**config.mk**
```make
export PLATFORM = sky130hd
export DESIGN_NAME = poll_verifier
export DESIGN_NICKNAME = d
export VERILOG_FILES = /design/src/rtl/pv_pkg.sv /design/src/rtl/pv_status_eval.sv /design/src/rtl/pv_gap_timer.sv /design/src/rtl/pv_job_regs.sv /design/src/rtl/pv_sequencer.sv /design/src/rtl/poll_verifier.sv
export SDC_FILE = /design/constraint.sdc
export NUM_CORES = 1
export LEC_CHECK = 0
export BUFFER_PORTS_ARGS = -buffer_cell sky130_fd_sc_hd__buf_2
export CORE_MARGIN = 3
export CORE_UTILIZATION = 46
export DETAILED_ROUTE_END_ITERATION = 7
export MAX_ROUTING_LAYER = met4
export PLACE_DENSITY = 0.76
export SLEW_MARGIN = 30
export SYNTH_ARGS = -nofsm -noshare
export SYNTH_HDL_FRONTEND = slang
export SYNTH_HIERARCHICAL = 1
export SYNTH_SLANG_ARGS = --single-unit
```
**constraint.sdc**
```tcl
create_clock -name clk -period 2.3 [get_ports clk]
set_clock_uncertainty 0.1 [all_clocks]
set_input_delay 0.23 -clock clk [delete_from_list [all_inputs] [get_ports clk]]
set_output_delay 0.23 -clock clk [all_outputs]
set_load 0.01 [all_outputs]
```
**src/rtl/pv_pkg.sv**
```systemverilog
// Package: shared types for the status poll verifier.
// Assumes: the status byte is at least 8 bits wide, so bits 7 and 5 exist.
package pv_pkg;

    // Sequencer states
    typedef enum logic [1:0] {
        ST_IDLE  = 2'd0,
        ST_ISSUE = 2'd1,
        ST_WAIT  = 2'd2,
        ST_GAP   = 2'd3
    } pv_state_t;

    // Purpose of the read currently in flight
    typedef enum logic [1:0] {
        PH_POLL    = 2'd0,
        PH_RECHECK = 2'd1,
        PH_VERIFY  = 2'd2
    } pv_phase_t;

    // Verdict on one returned status byte
    typedef enum logic [2:0] {
        DEC_RETRY   = 3'd0,
        DEC_MATCH   = 3'd1,
        DEC_RECHECK = 3'd2,
        DEC_FAIL    = 3'd3,
        DEC_DONE    = 3'd4
    } pv_dec_t;

endpackage

```
**src/rtl/pv_status_eval.sv**
```systemverilog
// Module: pv_status_eval
// Turns one status byte into a verdict, given the phase of the read.
// Assumes: the byte is judged only in the cycle its response is valid.
module pv_status_eval
    import pv_pkg::*;
#(
    parameter int DW       = 8,
    parameter int RDY_BIT  = 7,
    parameter int TLIM_BIT = 5
) (
    input  logic [DW-1:0] byte_i,
    input  logic          exp_bit_i,
    input  pv_phase_t     phase_i,
    output pv_dec_t       dec_o
);

    logic rdy_match;
    logic tlim_set;

    assign rdy_match = (byte_i[RDY_BIT] == exp_bit_i);
    assign tlim_set  = byte_i[TLIM_BIT];

    // Map the phase and the two status bits onto a verdict
    always_comb begin
        if (phase_i == PH_VERIFY) begin
            dec_o = DEC_DONE;
        end else if (rdy_match) begin
            dec_o = DEC_MATCH;
        end else if (phase_i == PH_RECHECK) begin
            dec_o = DEC_FAIL;
        end else if (tlim_set) begin
            dec_o = DEC_RECHECK;
        end else begin
            dec_o = DEC_RETRY;
        end
    end

endmodule

```
**src/rtl/pv_gap_timer.sv**
```systemverilog
// Module: pv_gap_timer
// Down-counter that spaces out consecutive reads.
// Assumes: it is loaded only with a non-zero value; expire_o marks the last idle cycle.
module pv_gap_timer #(
    parameter int GW = 8
) (
    input  logic          clk,
    input  logic          rst_n,
    input  logic          load_i,
    input  logic [GW-1:0] val_i,
    output logic          expire_o
);

    logic [GW-1:0] cnt_q;

    // Load on request, otherwise count down to zero
    always_ff @(posedge clk) begin
        if (!rst_n) begin
            cnt_q <= '0;
        end else if (load_i) begin
            cnt_q <= val_i;
        end else if (cnt_q != '0) begin
            cnt_q <= cnt_q - 1'b1;
        end
    end

    assign expire_o = (cnt_q == {{(GW-1){1'b0}}, 1'b1});

endmodule

```
**src/rtl/pv_job_regs.sv**
```systemverilog
// Module: pv_job_regs
// Captures the job parameters when a start is accepted and drives the read address.
// Assumes: accept_i is high only in an idle cycle with start sampled.
module pv_job_regs #(
    parameter int AW      = 16,
    parameter int DW      = 8,
    parameter int GW      = 8,
    parameter int RDY_BIT = 7
) (
    input  logic          clk,
    input  logic          rst_n,
    input  logic          accept_i,
    input  logic [AW-1:0] addr_i,
    input  logic [DW-1:0] exp_i,
    input  logic [GW-1:0] gap_i,
    output logic [AW-1:0] addr_o,
    output logic          exp_bit_o,
    output logic [GW-1:0] gap_o,
    output logic          gap_zero_o
);

    // Hold the job parameters for the whole run
    always_ff @(posedge clk) begin
        if (!rst_n) begin
            addr_o    <= '0;
            exp_bit_o <= 1'b0;
            gap_o     <= '0;
        end else if (accept_i) begin
            addr_o    <= addr_i;
            exp_bit_o <= exp_i[RDY_BIT];
            gap_o     <= gap_i;
        end
    end

    assign gap_zero_o = (gap_o == '0);

endmodule

```
**src/rtl/pv_sequencer.sv**
```systemverilog
// Module: pv_sequencer
// Runs the read loop: issue, wait for the response, act on the verdict, wait out the gap.
// Assumes: exactly one response arrives for each request, never in the request cycle.
module pv_sequencer
    import pv_pkg::*;
(
    input  logic      clk,
    input  logic      rst_n,
    input  logic      start_i,
    input  logic      rd_vld_i,
    input  pv_dec_t   dec_i,
    input  logic      gap_zero_i,
    input  logic      gap_expire_i,
    output pv_phase_t phase_o,
    output logic      accept_o,
    output logic      issue_o,
    output logic      gap_load_o,
    output logic      finish_o,
    output logic      finish_pass_o
);

    pv_state_t state_q, state_d;
    pv_phase_t phase_q, phase_d;
    logic      judge;

    assign judge    = (state_q == ST_WAIT) && rd_vld_i;
    assign accept_o = (state_q == ST_IDLE) && start_i;
    assign issue_o  = (state_q == ST_ISSUE);
    assign phase_o  = phase_q;

    // Next state, next phase and the one-cycle strobes
    always_comb begin
        state_d       = state_q;
        phase_d       = phase_q;
        gap_load_o    = 1'b0;
        finish_o      = 1'b0;
        finish_pass_o = 1'b0;
        unique case (state_q)
            ST_IDLE: begin
                if (start_i) begin
                    state_d = ST_ISSUE;
                    phase_d = PH_POLL;
                end
            end
            ST_ISSUE: begin
                state_d = ST_WAIT;
            end
            ST_WAIT: begin
                if (judge) begin
                    if (dec_i == DEC_DONE) begin
                        finish_o      = 1'b1;
                        finish_pass_o = 1'b1;
                        state_d       = ST_IDLE;
                    end else if (dec_i == DEC_FAIL) begin
                        finish_o = 1'b1;
                        state_d  = ST_IDLE;
                    end else begin
                        if (dec_i == DEC_MATCH) begin
                            phase_d = PH_VERIFY;
                        end else if (dec_i == DEC_RECHECK) begin
                            phase_d = PH_RECHECK;
                        end
                        if (gap_zero_i) begin
                            state_d = ST_ISSUE;
                        end else begin
                            state_d    = ST_GAP;
                            gap_load_o = 1'b1;
                        end
                    end
                end
            end
            ST_GAP: begin
                if (gap_expire_i) begin
                    state_d = ST_ISSUE;
                end
            end
            default: state_d = ST_IDLE;
        endcase
    end

    // State and phase registers
    always_ff @(posedge clk) begin
        if (!rst_n) begin
            state_q <= ST_IDLE;
            phase_q <= PH_POLL;
        end else begin
            state_q <= state_d;
            phase_q <= phase_d;
        end
    end

endmodule

```
**src/rtl/poll_verifier.sv**
```systemverilog
// Module: poll_verifier (top)
// Polls a flash status byte until the operation passes or fails, then verifies the data.
// Assumes: the caller supplies a valid status address and, for an erase, an expected byte of 0xFF.
module poll_verifier
    import pv_pkg::*;
#(
    parameter int AW = 16,
    parameter int GW = 8
) (
    input  logic          clk,
    input  logic          rst_n,
    input  logic          start_i,
    input  logic [7:0]    exp_byte_i,
    input  logic [AW-1:0] addr_i,
    input  logic [GW-1:0] gap_i,
    output logic          rd_req_o,
    output logic [AW-1:0] rd_addr_o,
    input  logic          rd_vld_i,
    input  logic [7:0]    rd_data_i,
    output logic          done_o,
    output logic          pass_o,
    output logic          fail_o,
    output logic [7:0]    data_o
);

    localparam int DW       = 8;
    localparam int RDY_BIT  = DW - 1;
    localparam int TLIM_BIT = DW - 3;

    pv_phase_t phase;
    pv_dec_t   dec;
    logic      accept, issue, gap_load, gap_expire, finish, finish_pass;
    logic      exp_bit, gap_zero;
    logic [GW-1:0] gap_val;

    pv_job_regs #(.AW(AW), .DW(DW), .GW(GW), .RDY_BIT(RDY_BIT)) u_job (
        .clk        (clk),
        .rst_n      (rst_n),
        .accept_i   (accept),
        .addr_i     (addr_i),
        .exp_i      (exp_byte_i),
        .gap_i      (gap_i),
        .addr_o     (rd_addr_o),
        .exp_bit_o  (exp_bit),
        .gap_o      (gap_val),
        .gap_zero_o (gap_zero)
    );

    pv_status_eval #(.DW(DW), .RDY_BIT(RDY_BIT), .TLIM_BIT(TLIM_BIT)) u_eval (
        .byte_i    (rd_data_i),
        .exp_bit_i (exp_bit),
        .phase_i   (phase),
        .dec_o     (dec)
    );

    pv_gap_timer #(.GW(GW)) u_gap (
        .clk      (clk),
        .rst_n    (rst_n),
        .load_i   (gap_load),
        .val_i    (gap_val),
        .expire_o (gap_expire)
    );

    pv_sequencer u_seq (
        .clk           (clk),
        .rst_n         (rst_n),
        .start_i       (start_i),
        .rd_vld_i      (rd_vld_i),
        .dec_i         (dec),
        .gap_zero_i    (gap_zero),
        .gap_expire_i  (gap_expire),
        .phase_o       (phase),
        .accept_o      (accept),
        .issue_o       (issue),
        .gap_load_o    (gap_load),
        .finish_o      (finish),
        .finish_pass_o (finish_pass)
    );

    assign rd_req_o = issue;

    // Result registers: cleared on accept, loaded on finish, done pulses once
    always_ff @(posedge clk) begin
        if (!rst_n) begin
            done_o <= 1'b0;
            pass_o <= 1'b0;
            fail_o <= 1'b0;
            data_o <= '0;
        end else begin
            done_o <= finish;
            if (accept) begin
                pass_o <= 1'b0;
                fail_o <= 1'b0;
            end else if (finish) begin
                pass_o <= finish_pass;
                fail_o <= !finish_pass;
                data_o <= rd_data_i;
            end
        end
    end

endmodule

```
# --- Yosys cells after proc, flatten, opt, wreduce, memory -nomap -nowiden ---
# Cells that the tools add are included.
classes:
  add_sub_neg: 1
  multipliers: 0
  n_div: 0
  n_lt_le_gt_ge: 0
  eq_ne: 17
  n_shift: 0
  mux: 32
  bitwise: 2
  n_reduce_logical: 12
ops:
  columns: ["op", "count"]
  rows:
  - ["2-bit two-way mux", 13]
  - ["8-bit two-way mux", 2]
  - ["1-bit two-way mux", 12]
  - ["3-bit two-way mux", 3]
  - ["8-bit by 1-bit == test with 1-bit output, second input constant", 1]
  - ["8-bit zero test", 1]
  - ["2-bit inequality test, second input constant", 4]
  - ["2-bit one-hot mux with 4 select lines", 1]
  - ["8-bit nonzero test", 1]
  - ["8-bit by 1-bit subtractor with 8-bit output, second input constant", 1]
  - ["2-bit == test, second input constant", 3]
  - ["3-bit by 2-bit == test with 1-bit output, second input constant", 2]
  - ["6-bit AND reduction", 1]
  - ["2-bit by 1-bit == test with 1-bit output, second input constant", 2]
  - ["2-bit one-hot mux with 2 select lines", 1]
  - ["2-bit nonzero test", 2]
  - ["3-bit by 1-bit == test with 1-bit output, second input constant", 1]
  - ["3-bit == test, second input constant", 1]
  - ["3-bit inequality test, second input constant", 1]
  - ["3-bit AND reduction", 1]
  - ["1-bit logical AND", 2]
  - ["2-bit zero test", 1]
  - ["2-bit by 1-bit inequality test with 1-bit output, second input constant", 1]
  - ["1-bit NOT", 2]
  - ["4 further kinds", 4]
totals:
  reg_bits: 48
  latchBits: 0
  ram_bits: 0
  romBits: 0
  in_bits: 44
  wordCells: 74
  n_memories: 0

# --- Depth between registers and ports, before layout ---
# Gate-level depths: netlist of run 1.
depth:
  ltp_word: 11
  mapped_depth: 11
  ltp_nobuf: 10

# --- Hierarchy ---
# The synthesis of run 1 kept the hierarchy.
modules_own_cells:
  columns: ["module", "instances", "cells_per_inst", "area_per_inst_um2", "seq_area_each_um2"]
  rows:
  - ["pv_job_regs", 1, 83, 963.4, 500.5]
  - ["pv_gap_timer", 1, 54, 495.5, 160.2]
  - ["poll_verifier", 1, 45, 430.4, 220.2]
  - ["pv_sequencer", 1, 45, 389.1, 80.1]
  - ["pv_status_eval", 1, 8, 38.8, 0.0]

# --- Worst setup path after synthesis of run 1 ---
# Ideal clock, no wire load.
synth_path:
  path_kind: "reg-to-reg"
  startpoint: "register u_seq.phase_q[1] (netlist: u_seq/phase_o[1])"
  endpoint: "register u_gap.cnt_q[0]"
  t_arrival_ns: 2.095
  path_slack_ns: -0.014
  stages_incl_launch_ff: 12
  n_path_buf: 1
  period_less_slack_ns: 2.314
  cell_sequence: "dfxtp_1 -> inv_1 -> nor2_1 -> nor2_1 -> or3b_2 -> and2_1 -> and3_1 -> buf_2 -> inv_2 -> nand4_2 -> mux2i_1 -> a21boi_1"
synth_lines:
  columns: ["element", "line", "source"]
  rows:
  - ["start: declaration", "pv_sequencer.sv:23", "pv_phase_t phase_q, phase_d;"]
  - ["start signal: assignment", "pv_sequencer.sv:88", "phase_q <= phase_d;"]
  - ["2-bit == test *", "pv_status_eval.sv:25", "if (phase_i == PH_VERIFY) begin"]
  - ["3-bit two-way mux *", "pv_status_eval.sv:25", null]
  - ["named net dec[2]", "poll_verifier.sv:31", "pv_dec_t dec;"]
  - ["3-bit by 2-bit == test with 1-bit output", "pv_sequencer.sv:54", "end else if (dec_i == DEC_FAIL) begin"]
  - ["1-bit two-way mux", "pv_sequencer.sv:54", null]
  - ["1-bit two-way mux *", "pv_sequencer.sv:50", "if (dec_i == DEC_DONE) begin"]
  - ["1-bit two-way mux *", "pv_sequencer.sv:49", "if (judge) begin"]
  - ["1-bit two-way mux *", "pv_sequencer.sv:38", "unique case (state_q)"]
  - ["named net gap_load", "poll_verifier.sv:32", "logic accept, issue, gap_load, gap_expire, finish, finish_pass;"]
  - ["8-bit two-way mux or 2-bit nonzero test (tied branches)", null, null]
  - ["end signal: assignment", "pv_gap_timer.sv:21", "cnt_q <= val_i;"]
  - ["end signal: assignment", "pv_gap_timer.sv:23", "cnt_q <= cnt_q - 1'b1;"]
  - ["end: declaration", "pv_gap_timer.sv:14", "logic [GW-1:0] cnt_q;"]
# Mark *: on every way through the listed nets, which the timed path passes. The rest lies on a longest branch.
# A chain may end at the register's enable or synchronous reset.

# --- Worst setup path after layout of run 1 ---
layout_path:
  startpoint: "register u_job.exp_bit_o"
  endpoint: "register u_gap.cnt_q[2]"
layout_via:
  elab_chain_len: 9
layout_rtl:
  columns: ["element", "line", "source"]
  rows:
  - ["start: declaration", "pv_job_regs.sv:17", "output logic exp_bit_o,"]
  - ["start signal: assignment", "pv_job_regs.sv:30", "exp_bit_o <= exp_i[RDY_BIT];"]
  - ["1-bit == test *", "pv_status_eval.sv:20", "assign rdy_match = (byte_i[RDY_BIT] == exp_bit_i);"]
  - ["3-bit two-way mux *", "pv_status_eval.sv:27", "end else if (rdy_match) begin"]
  - ["3-bit two-way mux *", "pv_status_eval.sv:25", null]
  - ["named net dec[0]", "poll_verifier.sv:31", null]
  - ["3-bit by 2-bit == test with 1-bit output", "pv_sequencer.sv:54", null]
  - ["1-bit two-way mux", "pv_sequencer.sv:54", null]
  - ["1-bit two-way mux *", "pv_sequencer.sv:50", null]
  - ["1-bit two-way mux *", "pv_sequencer.sv:49", null]
  - ["1-bit two-way mux *", "pv_sequencer.sv:38", null]
  - ["named net gap_load", "poll_verifier.sv:32", null]
  - ["8-bit two-way mux or 2-bit nonzero test (tied branches)", null, null]
# Marks and branches as above.

==> flow_metrics.py, run 1 <==
metrics = {
    "route": {
        "met1_wirelength_um": 2090,
        "detail_route.wirelength_um": 4460,
        "vias": 1821,
        "detailroute.wirelength.met3_um": 190,
        "topRoutingLayerUsed": "met4",
        "initialDrtViolationCount": 87,
        "wire_per_inst_um": 11.9,
        "post_drt_via_cell_ratio": 4.86,
        "firstDrtPassIters": 4,
        "route.antenna.remaining_nets": 0,
        "drc": 0,
        "detailroute.wirelength.met2_um": 2140,
    },
    "clock_tree": {
        "h-tree-depth": 2,
        "tritoncts": "built",
        "worst_skew_pair.late_latency_ns": 0.29,
        "numClockSinks": 48,
        "hold_bufs_at_cts": 0,
        "ctsRootBufferMaster": "clkbuf_8",
        "max-clock-path-buffers": 2,
        "worst_setup_hold_path_clk_slew_ns": 0.09,
        "cts-buffers-inserted": 5,
    },
    "setup_path": {
        "cpLargestDelayFamily": "simple AND/OR/NAND/NOR gates",
        "crit_path_end_kind": "flip-flop",
        "slowest_delay_ns": 0.47,
        "critical_path_required_ns": 2.39,
        "worst_r2r_startpoint": "u_job/exp_bit_o",
        "path_max_fanout": 6,
        "critical_path.startpoint": "u_job/exp_bit_o",
        "cell_by_cell_listing_of_the_critical_path": "xnor2_1 -> a21oi_1 -> nor2_1 -> or3b_2 -> and2_1 -> and3_4 -> inv_4 -> nand4_2 -> nand2_2 -> nor2_1",
        "timing.setup.critical_path_class": "flip-flop to flip-flop",
        "timing.critical_path.buf_inv": 1,
        "worst_path_max_delay_cell": "or3b_2",
        "critical_path_arrival_ns": 2.25,
        "worst_setup_path_start_kind": "flip-flop",
        "most_used_cell_cp": "nor2_1",
    },
    "finish": {
        "layout.area.seq_um2": 961,
        "fin_nets": 358,
        "mostFrequentLayoutCell": "buf_2",
        "post_route_cells_drive_above_1_share_pct": 32.8,
        "multi_input_comb_area_mm2": 0.00127,
        "nFillCells": 421,
        "finalNonFillerCells": 375,
        "post-route-util_pct": 60.4,
        "diodes": 0,
        "syn_to_final_growth_pct": 24.8,
        "final_cell_mix": "buf_2, dfxtp_1, mux2i_1, nor2b_1, nand2_1",
    },
    "place": {
        "placed_cells": 367,
        "placement.io_buffers": 64,
        "pre_cts_ws_ns": 0.0409,
        "place.gp.congestion": 0.798,
        "hpwlAfterDp_um": 3350,
    },
    "power": {
        "power.total_mw": 2.49,
        "ir_drop_uv": 418,
        "p_leak_nw": 1.29,
        "power-per-cell-area_mw_per_mm2": 863,
    },
    "timing": {
        "layout_worst_path_cycle_share_pct": 93.9,
        "shortest_period_the_worst_path_allows_ns": 2.16,
        "timing_hold_violations_final": 0,
        "grt_setup_unrepaired": "false",
        "report.final.setup_viol": 0,
        "max_freq_mhz": 463,
        "slew_margin_rel_pct": 72.7,
        "pin_slew_with_the_least_headroom_to_its_limit_ns": 0.404,
        "timing_max_transition_violations_final": 0,
        "fin_tns_setup_ns": 0,
        "fin_ws_ns": 0.141,
    },
    "floorplan": {
        "initial_utilization_pct": 48.4,
        "boundaryPins": 72,
        "design.die.area_mm2": 0.00593,
        "number_of_core_rows": 25,
        "core_region_area_mm2": 0.00479,
        "floorplan.die.height_um": 77.0,
        "die-width_um": 77.0,
    },
    "run_status": {
        "status": "complete, no violations",
    },
    "logic_synthesis": {
        "netlist_area_mm2": 0.00232,
        "yosys_register_bits": 48,
        "syn-num-nets": 286,
        "average_size_of_a_mapped_cell_um2": 9.86,
        "count_of_mapped_cells_out_of_synthesis": 235,
        "seq_area_frac_synth_pct": 41.5,
        "synth.yosys.warnings": 6,
        "synth.distinct_cells": 44,
    },
    "job": {
        "cap_viol_max_count": 0,
    },
    "grt": {
        "global_router_s_overall_resource_usage_pct": 16.0,
        "grt_max_degree": 31,
        "grt_first_pass_wirelength_um": 7580,
        "overflow": 0,
        "grt_pass1_vias": 1742,
        "antenna_found_initial": 0,
    },
    "min_path": {
        "hold_path.startpoint": "rd_data_i[6]",
        "timing.hold.worst.class": "input port to flip-flop",
    },
}
[worst reg2reg max path, delay by kind of cell (launching register included)]
family,cells,cell delay (ns)
and+or+nand+nor,7,1.31
AOI/OAI and AO/OA,1,0.12
buffers and inverters,1,0.05
xor gates and xnor gates,1,0.14
DFF,1,0.33
[registers in the layout, summed over array words and instances (netlist names), 2 cells and up]
signal,count
data_o,8
u_seq/phase_o,2
u_job/addr_o,16
u_gap/cnt_q,8
u_seq/state_q,2
u_job/gap_o,8
[area by class of cell]
cell class / count / area share [%]
Tap cell: 67 / 2.90
Clock buffer: 6 / 2.86
Sequential cell: 48 / 33.2
Timing Repair Buffer: 74 / 14.5
Clock inverter: 2 / 1.34
Multi-Input combinational cell: 170 / 44.0
Inverter: 8 / 1.13
[stage by stage]
step,area (µm²),hold WS (ns)
after CTS,2880,0.0638
after global routing,2890,0.0623
final,2890,0.0748
after floorplan,2320,0.258
after detailed placement,2760,0.351
after global placement,2760,0.340
[Yosys cell counts]
cell type  number  area share [%]
nand2_1        24             3.9
nor3b_1         1            0.32
and2b_1         2            0.65
nand2_2         1            0.27
xor2_1          4             1.5
nand2b_1        2            0.54
nor4_4          1            0.92
a31o_2          1            0.38
ha_1            7             3.8
nor3_1          1            0.22
or4_1           2            0.65
a221oi_2        1            0.65
o41ai_2         1            0.70
a21boi_1        1            0.32
inv_2           1            0.16
nand4_2         1            0.54
o21ai_0         3            0.65
buf_4           2            0.65
and3_2          1            0.32
clkbuf_1        2            0.32
dfxtp_1        48              41
nand3b_1        1            0.32
buf_2           2            0.43
buf_6           3             1.5
nand3_1         1            0.22
o311ai_0        1            0.38
and3_1          1            0.27
or3b_2          1            0.38
nor4_1          2            0.54
a211oi_1        6             1.9
or3_4           1            0.49
and2_2          1            0.32
a31oi_1         2            0.54
a211oi_2        3             1.6
nor2_1         15             2.4
nor3_2          1            0.43
and2_1          2            0.54
a21oi_1         5             1.1
inv_1           7             1.1
and4b_1         2            0.86
nor2b_1        30             8.1
nor3b_2         1            0.54
mux2i_1        36              16
xnor2_1         4             1.5
[what timing repair did]
item | 4_1_cts | 5_1_grt
setup endpoints to repair | 0 | 12
endpoints found under the hold margin | 0 | 0
setup buffers | 0 | 0
resized for setup | 0 | 6
[logic make-up after synthesis]
| kind of cell | Yosys count | synth area share [%] |
|---|---|---|
| DFF | 48 | 41.5 |
| muxes | 36 | 15.6 |
| adders and majority gates | 7 | 3.78 |
| xor gates and xnor gates | 8 | 3.02 |
| AOI/OAI and AO/OA | 24 | 8.26 |
| buffers and inverters | 17 | 4.16 |
| and+or+nand+nor | 95 | 23.8 |
[per-layer routing]
layer / vias up / global-route usage, %
met1: 832 / 20.1
met4: 0 / 5.34
met3: 4 / 3.17
li1: 945 / -
met2: 40 / 25.9
met5: - / -
[power breakdown]
| part | leakage [nW] | internal, mW | switching, mW | total, mW |
|---|---|---|---|---|
| Combinational | 0.834 | 0.415 | 0.393 | 0.807 |
| Sequential | 0.393 | 0.944 | 0.111 | 1.05 |
| Clock | 0.0614 | 0.356 | 0.277 | 0.633 |
[worst paths after layout]
kind                            depth (start not counted)  slack, ns             end
worst min register to register                          2       0.36       data_o[1]
worst max register to register                         10       0.14  u_gap/cnt_q[2]
worst min-delay path                                    3       0.07       data_o[6]
worst max-delay path                                   10       0.14  u_gap/cnt_q[2]
(Power assumes the default switching activity.)
==> inputs of run 2 (changes only) <==
CORE_UTILIZATION = 50   (was 46)
PLACE_DENSITY = 0.78   (was 0.76)
clock period = 2.5 ns   (was 2.3 ns; I/O delays follow)
==> run 2 against run 1 <==
  * Sequential share of layout area rose by 1.1 points
  * Register-to-register slack worse by 0.02 ns
  * Wire length grew 1.6%
  * Design area decreased by 3.2%
  * Worst hold slack better by 0.013 ns
  * Final cell count down 4.8%
  * Non-clock buffer count shrank 3
  * Sequential cell count did not move
  * Critical path depth stayed put
  * Critical path type unchanged
  * Largest power group unchanged
==> flow_metrics.py, run 2 (synthesis gave the netlist of run 1 again) <==
metrics = {
    "run_status": {
        "status": "complete, no violations",
    },
    "setup_path": {
        "worst_path_max_delay_cell": "or3b_2",
        "critical_path_required_ns": 2.58,
        "crit_path_end_kind": "flip-flop",
        "path_max_fanout": 8,
        "timing.critical_path.buf_inv": 2,
        "cpLargestDelayFamily": "simple AND/OR/NAND/NOR gates",
        "critical_path_arrival_ns": 2.46,
        "timing.setup.critical_path_class": "flip-flop to flip-flop",
        "worst_setup_path_start_kind": "flip-flop",
        "cell_by_cell_listing_of_the_critical_path": "inv_1 -> o21ai_0 -> a21oi_1 -> or3b_2 -> and2_1 -> and3_2 -> inv_2 -> nand4_4 -> mux2i_1 -> nor2b_1",
        "slowest_delay_ns": 0.47,
    },
    "power": {
        "p_leak_nw": 1.26,
        "power.total_mw": 2.22,
        "power-per-cell-area_mw_per_mm2": 793,
        "ir_drop_uv": 507,
    },
    "grt": {
        "global_router_s_overall_resource_usage_pct": 17.5,
        "grt_max_degree": 27,
        "antenna_found_initial": 0,
        "gr-max-usage-layer": "met2",
        "grt_first_pass_wirelength_um": 7290,
        "grt_use_met2_pct": 26.8,
        "fraction_of_met3_tracks_used_by_global_routing_pct": 4.59,
        "met1_usage_pct": 22.6,
        "overflow": 0,
        "grt_pass1_vias": 1665,
    },
    "clock_tree": {
        "hold_bufs_at_cts": 0,
        "ctsRootBufferMaster": "clkbuf_8",
        "h-tree-depth": 2,
        "worst_skew_pair.late_latency_ns": 0.30,
        "worst_setup_hold_path_clk_slew_ns": 0.09,
        "tritoncts": "built",
        "cts-buffers-inserted": 5,
        "max-clock-path-buffers": 2,
        "numClockSinks": 48,
    },
    "place": {
        "placed_cells": 349,
        "pre_cts_ws_ns": 0.193,
        "placement.io_buffers": 64,
        "hpwlAfterDp_um": 3270,
        "postPlaceCellArea_mm2": 0.00269,
        "place.gp.congestion": 0.886,
    },
    "route": {
        "route.antenna.remaining_nets": 0,
        "initialDrtViolationCount": 83,
        "post_drt_via_cell_ratio": 5.11,
        "firstDrtPassIters": 4,
        "detail_route.wirelength_um": 4530,
        "vias": 1823,
        "drc": 0,
        "wire_per_inst_um": 12.7,
    },
    "finish": {
        "finalNonFillerCells": 357,
        "largest_register_ff_count": 16,
        "nFillCells": 377,
        "post-route-util_pct": 63.4,
        "post_route_cells_drive_above_1_share_pct": 31.8,
        "design_area_mm2": 0.00280,
        "syn_to_final_growth_pct": 20.7,
        "mostFrequentLayoutCell": "buf_2",
        "final_cell_mix": "buf_2, dfxtp_1, mux2i_1, nor2b_1, nand2_1",
        "diodes": 0,
        "fin_nets": 355,
        "top_register": "u_job/addr_o",
    },
    "floorplan": {
        "boundaryPins": 72,
        "floorplan.die.height_um": 74.1,
        "die-width_um": 74.1,
        "initial_utilization_pct": 52.5,
        "design.die.area_mm2": 0.00549,
        "number_of_core_rows": 24,
        "core_region_area_mm2": 0.00441,
    },
    "timing": {
        "timing_max_transition_violations_final": 0,
        "timing_hold_violations_final": 0,
        "fin_ws_ns": 0.123,
        "max_freq_mhz": 421,
        "worst_hold_slack_ns": 0.0873,
        "report.final.setup_viol": 0,
        "layout_worst_path_cycle_share_pct": 95.1,
        "grt_setup_unrepaired": "false",
        "fin_tns_setup_ns": 0,
        "pin_slew_with_the_least_headroom_to_its_limit_ns": 0.427,
        "shortest_period_the_worst_path_allows_ns": 2.38,
        "slew_margin_rel_pct": 71.5,
    },
    "min_path": {
        "timing.hold.worst.class": "input port to flip-flop",
    },
    "job": {
        "cap_viol_max_count": 0,
    },
}
## run 2: tightest hold or removal path: cells and delay by family
| family | cells | cell delay [ns] |
|---|---|---|
| and+or+nand+nor | 1 | 0.04 |
| muxes | 1 | 0.05 |
| buffers and inverters | 1 | 0.09 |
## run 2: worst paths after layout
path / startpoint / to / slack, ns / depth (start not counted)
max: u_seq/phase_o[1] / u_gap/cnt_q[1] / 0.12 / 10
min: rd_data_i[6] / data_o[6] / 0.09 / 3
max reg2reg: u_seq/phase_o[1] / u_gap/cnt_q[1] / 0.12 / 10
min reg2reg: data_o[1] / data_o[1] / 0.36 / 2
## run 2: cell type report
type                    count  area (µm²)  share of cell area, %
multi-input cells         170        1270                   45.5
flip-flops and latches     48         961                   34.3
repair buffers             71         373                   13.3
clock buffers               6        82.6                   2.95
well taps                  52        65.1                   2.33
inverters                   8        30.0                   1.07
clock inverters             2        13.8                  0.492
## run 2: where the power goes
part / switching (mW) / leakage, nW / internal [mW] / total, mW
clock network: 0.260 / 0.0516 / 0.226 / 0.486
registers: 0.101 / 0.393 / 0.868 / 0.970
logic: 0.383 / 0.811 / 0.381 / 0.764
## run 2: metal layers
metal | vias to the layer above | routed length [µm]
met5 | - | 0
met4 | 0 | 18
met3 | 2 | 218
met2 | 50 | 2180
met1 | 826 | 2110
li1 | 945 | -
## run 2: timing repair
action | CTS | global route
gates resized for setup | 0 | 3
hold endpoints to repair | 0 | 0
endpoints found under the setup margin | 0 | 5
buffers inserted | 0 | 0
==> inputs of run 3 (changes only) <==
CELL_PAD_IN_SITES_DETAIL_PLACEMENT = 0   (was unset)
CELL_PAD_IN_SITES_GLOBAL_PLACEMENT = 1   (was unset)
CORE_UTILIZATION = 41   (was 50)
PLACE_DENSITY = unset   (was 0.78)
PLACE_DENSITY_LB_ADDON = 0.1   (was unset)
==> run 3 against run 2 <==
  * Non-clock buffer count increased by 1
  * Sequential cell count unchanged
  * Via count rose by 0.11%
  * Register-to-register slack improved by 0.17 ns
  * Power decreased by 2.0%
  * Core utilization shrank 9.8 points
  * Sequential power hardly changed
  * Largest cell class unchanged
==> flow_metrics.py, run 3 (synthesis gave the netlist of run 1 again) <==
metrics = {
    "power": {
        "power-per-cell-area_mw_per_mm2": 770,
        "p_leak_nw": 1.26,
        "power.total_mw": 2.17,
        "ir_drop_uv": 464,
    },
    "setup_path": {
        "critical_path_required_ns": 2.58,
        "cell_by_cell_listing_of_the_critical_path": "xnor2_1 -> a21oi_1 -> nor2_1 -> or3b_2 -> and2_1 -> and3_1 -> inv_2 -> nand4_2 -> nand2_2 -> nor2_1",
        "worst_setup_path_start_kind": "flip-flop",
        "cpLargestDelayFamily": "simple AND/OR/NAND/NOR gates",
        "most_used_cell_cp": "nor2_1",
        "critical_path_arrival_ns": 2.29,
        "worst_path_max_delay_cell": "or3b_2",
        "timing.setup.critical_path_class": "flip-flop to flip-flop",
        "timing.critical_path.buf_inv": 1,
        "path_max_fanout": 6,
        "slowest_delay_ns": 0.49,
        "crit_path_end_kind": "flip-flop",
    },
    "route": {
        "post_drt_via_cell_ratio": 4.87,
        "detail_route.wirelength_um": 4680,
        "vias": 1825,
        "firstDrtPassIters": 4,
        "wire_per_inst_um": 12.5,
        "initialDrtViolationCount": 74,
        "drc": 0,
        "route.antenna.remaining_nets": 0,
    },
    "grt": {
        "grt_first_pass_wirelength_um": 7650,
        "fraction_of_met3_tracks_used_by_global_routing_pct": 3.99,
        "antenna_found_initial": 0,
        "grt_pass1_vias": 1711,
        "global_router_s_overall_resource_usage_pct": 15.3,
        "grt_use_met2_pct": 25.1,
        "met1_usage_pct": 18.9,
        "overflow": 0,
        "grt_max_degree": 28,
        "gr-max-usage-layer": "met2",
    },
    "floorplan": {
        "core_region_area_mm2": 0.00527,
        "floorplan.die.height_um": 81.2,
        "boundaryPins": 72,
        "design.die.area_mm2": 0.00659,
        "die-width_um": 81.2,
        "initial_utilization_pct": 44.0,
        "number_of_core_rows": 26,
    },
    "finish": {
        "diodes": 0,
        "final_cell_mix": "buf_2, dfxtp_1, mux2i_1, nor2b_1, nand2_1",
        "largest_register_ff_count": 16,
        "fin_nets": 356,
        "syn_to_final_growth_pct": 21.9,
        "multi_input_comb_area_mm2": 0.00126,
        "layout.area.seq_um2": 961,
        "mostFrequentLayoutCell": "buf_2",
        "top_register": "u_job/addr_o",
        "post_route_cells_drive_above_1_share_pct": 31.5,
        "nFillCells": 515,
    },
    "timing": {
        "pin_slew_with_the_least_headroom_to_its_limit_ns": 0.377,
        "grt_setup_unrepaired": "false",
        "fin_ws_ns": 0.293,
        "shortest_period_the_worst_path_allows_ns": 2.21,
        "slew_margin_rel_pct": 74.6,
        "report.final.setup_viol": 0,
        "fin_tns_setup_ns": 0,
        "layout_worst_path_cycle_share_pct": 88.3,
        "max_freq_mhz": 453,
        "timing_max_transition_violations_final": 0,
        "timing_hold_violations_final": 0,
    },
    "clock_tree": {
        "h-tree-depth": 2,
        "cts-buffers-inserted": 5,
        "worst_setup_hold_path_clk_slew_ns": 0.09,
        "tritoncts": "built",
        "worst_skew_pair.late_latency_ns": 0.29,
        "max-clock-path-buffers": 2,
        "numClockSinks": 48,
        "ctsRootBufferMaster": "clkbuf_8",
        "hold_bufs_at_cts": 0,
    },
    "place": {
        "place.gp.congestion": 0.747,
        "placement.io_buffers": 64,
        "pre_cts_ws_ns": 0.262,
        "hpwlAfterDp_um": 3470,
    },
    "run_status": {
        "status": "complete, no violations",
    },
    "min_path": {
        "timing.hold.worst.class": "input port to flip-flop",
    },
    "job": {
        "cap_viol_max_count": 0,
    },
}
run 3: layout make-up:
| cell class | count | share of cell area, % |
|---|---|---|
| Multi-Input combinational cell | 170 | 44.7 |
| Sequential cell | 48 | 34.0 |
| Timing Repair Buffer | 72 | 13.9 |
| Tap cell | 70 | 3.10 |
| Clock buffer | 6 | 2.92 |
| Inverter | 8 | 1.06 |
| Clock inverter | 1 | 0.310 |
run 3: timing repair:
item | CTS | global route
resized for setup | 0 | 1
buffers inserted | 0 | 0
setup endpoints to repair | 0 | 1
run 3: per-stage QoR:
stage	cells	utilization, %	area, µm²	hold slack, ns
global placement	368	51.8	2730	0.341
CTS	375	53.6	2820	0.0846
global route	375	53.6	2830	0.0867
detailed placement	368	51.8	2730	0.346
finish	375	53.6	2830	0.0925
floorplan	235	-	2320	0.278
run 3: worst reg2reg max path, cell delays in order, from the launching register on:
cell     delay (ns)
dfxtp_1        0.33
xnor2_1        0.15
a21oi_1        0.13
nor2_1         0.06
or3b_2         0.49
and2_1         0.17
and3_1         0.19
inv_2          0.07
nand4_2        0.13
nand2_2        0.21
nor2_1         0.07
run 3: path summary, 6_finish.rpt:
path / depth (start not counted) / slack [ns] / from / endpoint
worst max-delay path: 10 / 0.29 / u_job/exp_bit_o / u_gap/cnt_q[2]
worst min-delay path: 3 / 0.09 / rd_data_i[2] / data_o[2]
worst max register to register: 10 / 0.29 / u_job/exp_bit_o / u_gap/cnt_q[2]
worst min register to register: 2 / 0.36 / data_o[1] / data_o[1]
run 3: routing by layer:
layer | vias up | routed length (µm)
li1 | 943 | -
met1 | 839 | 2100
met2 | 41 | 2310
met3 | 2 | 245
met4 | 0 | 23
met5 | - | 0
run 3: where the power goes:
| part | leakage, nW | total [mW] | internal (mW) | switching, mW |
|---|---|---|---|---|
| clock network | 0.0473 | 0.467 | 0.221 | 0.246 |
| registers | 0.393 | 0.969 | 0.868 | 0.101 |
| logic | 0.823 | 0.739 | 0.379 | 0.360 |
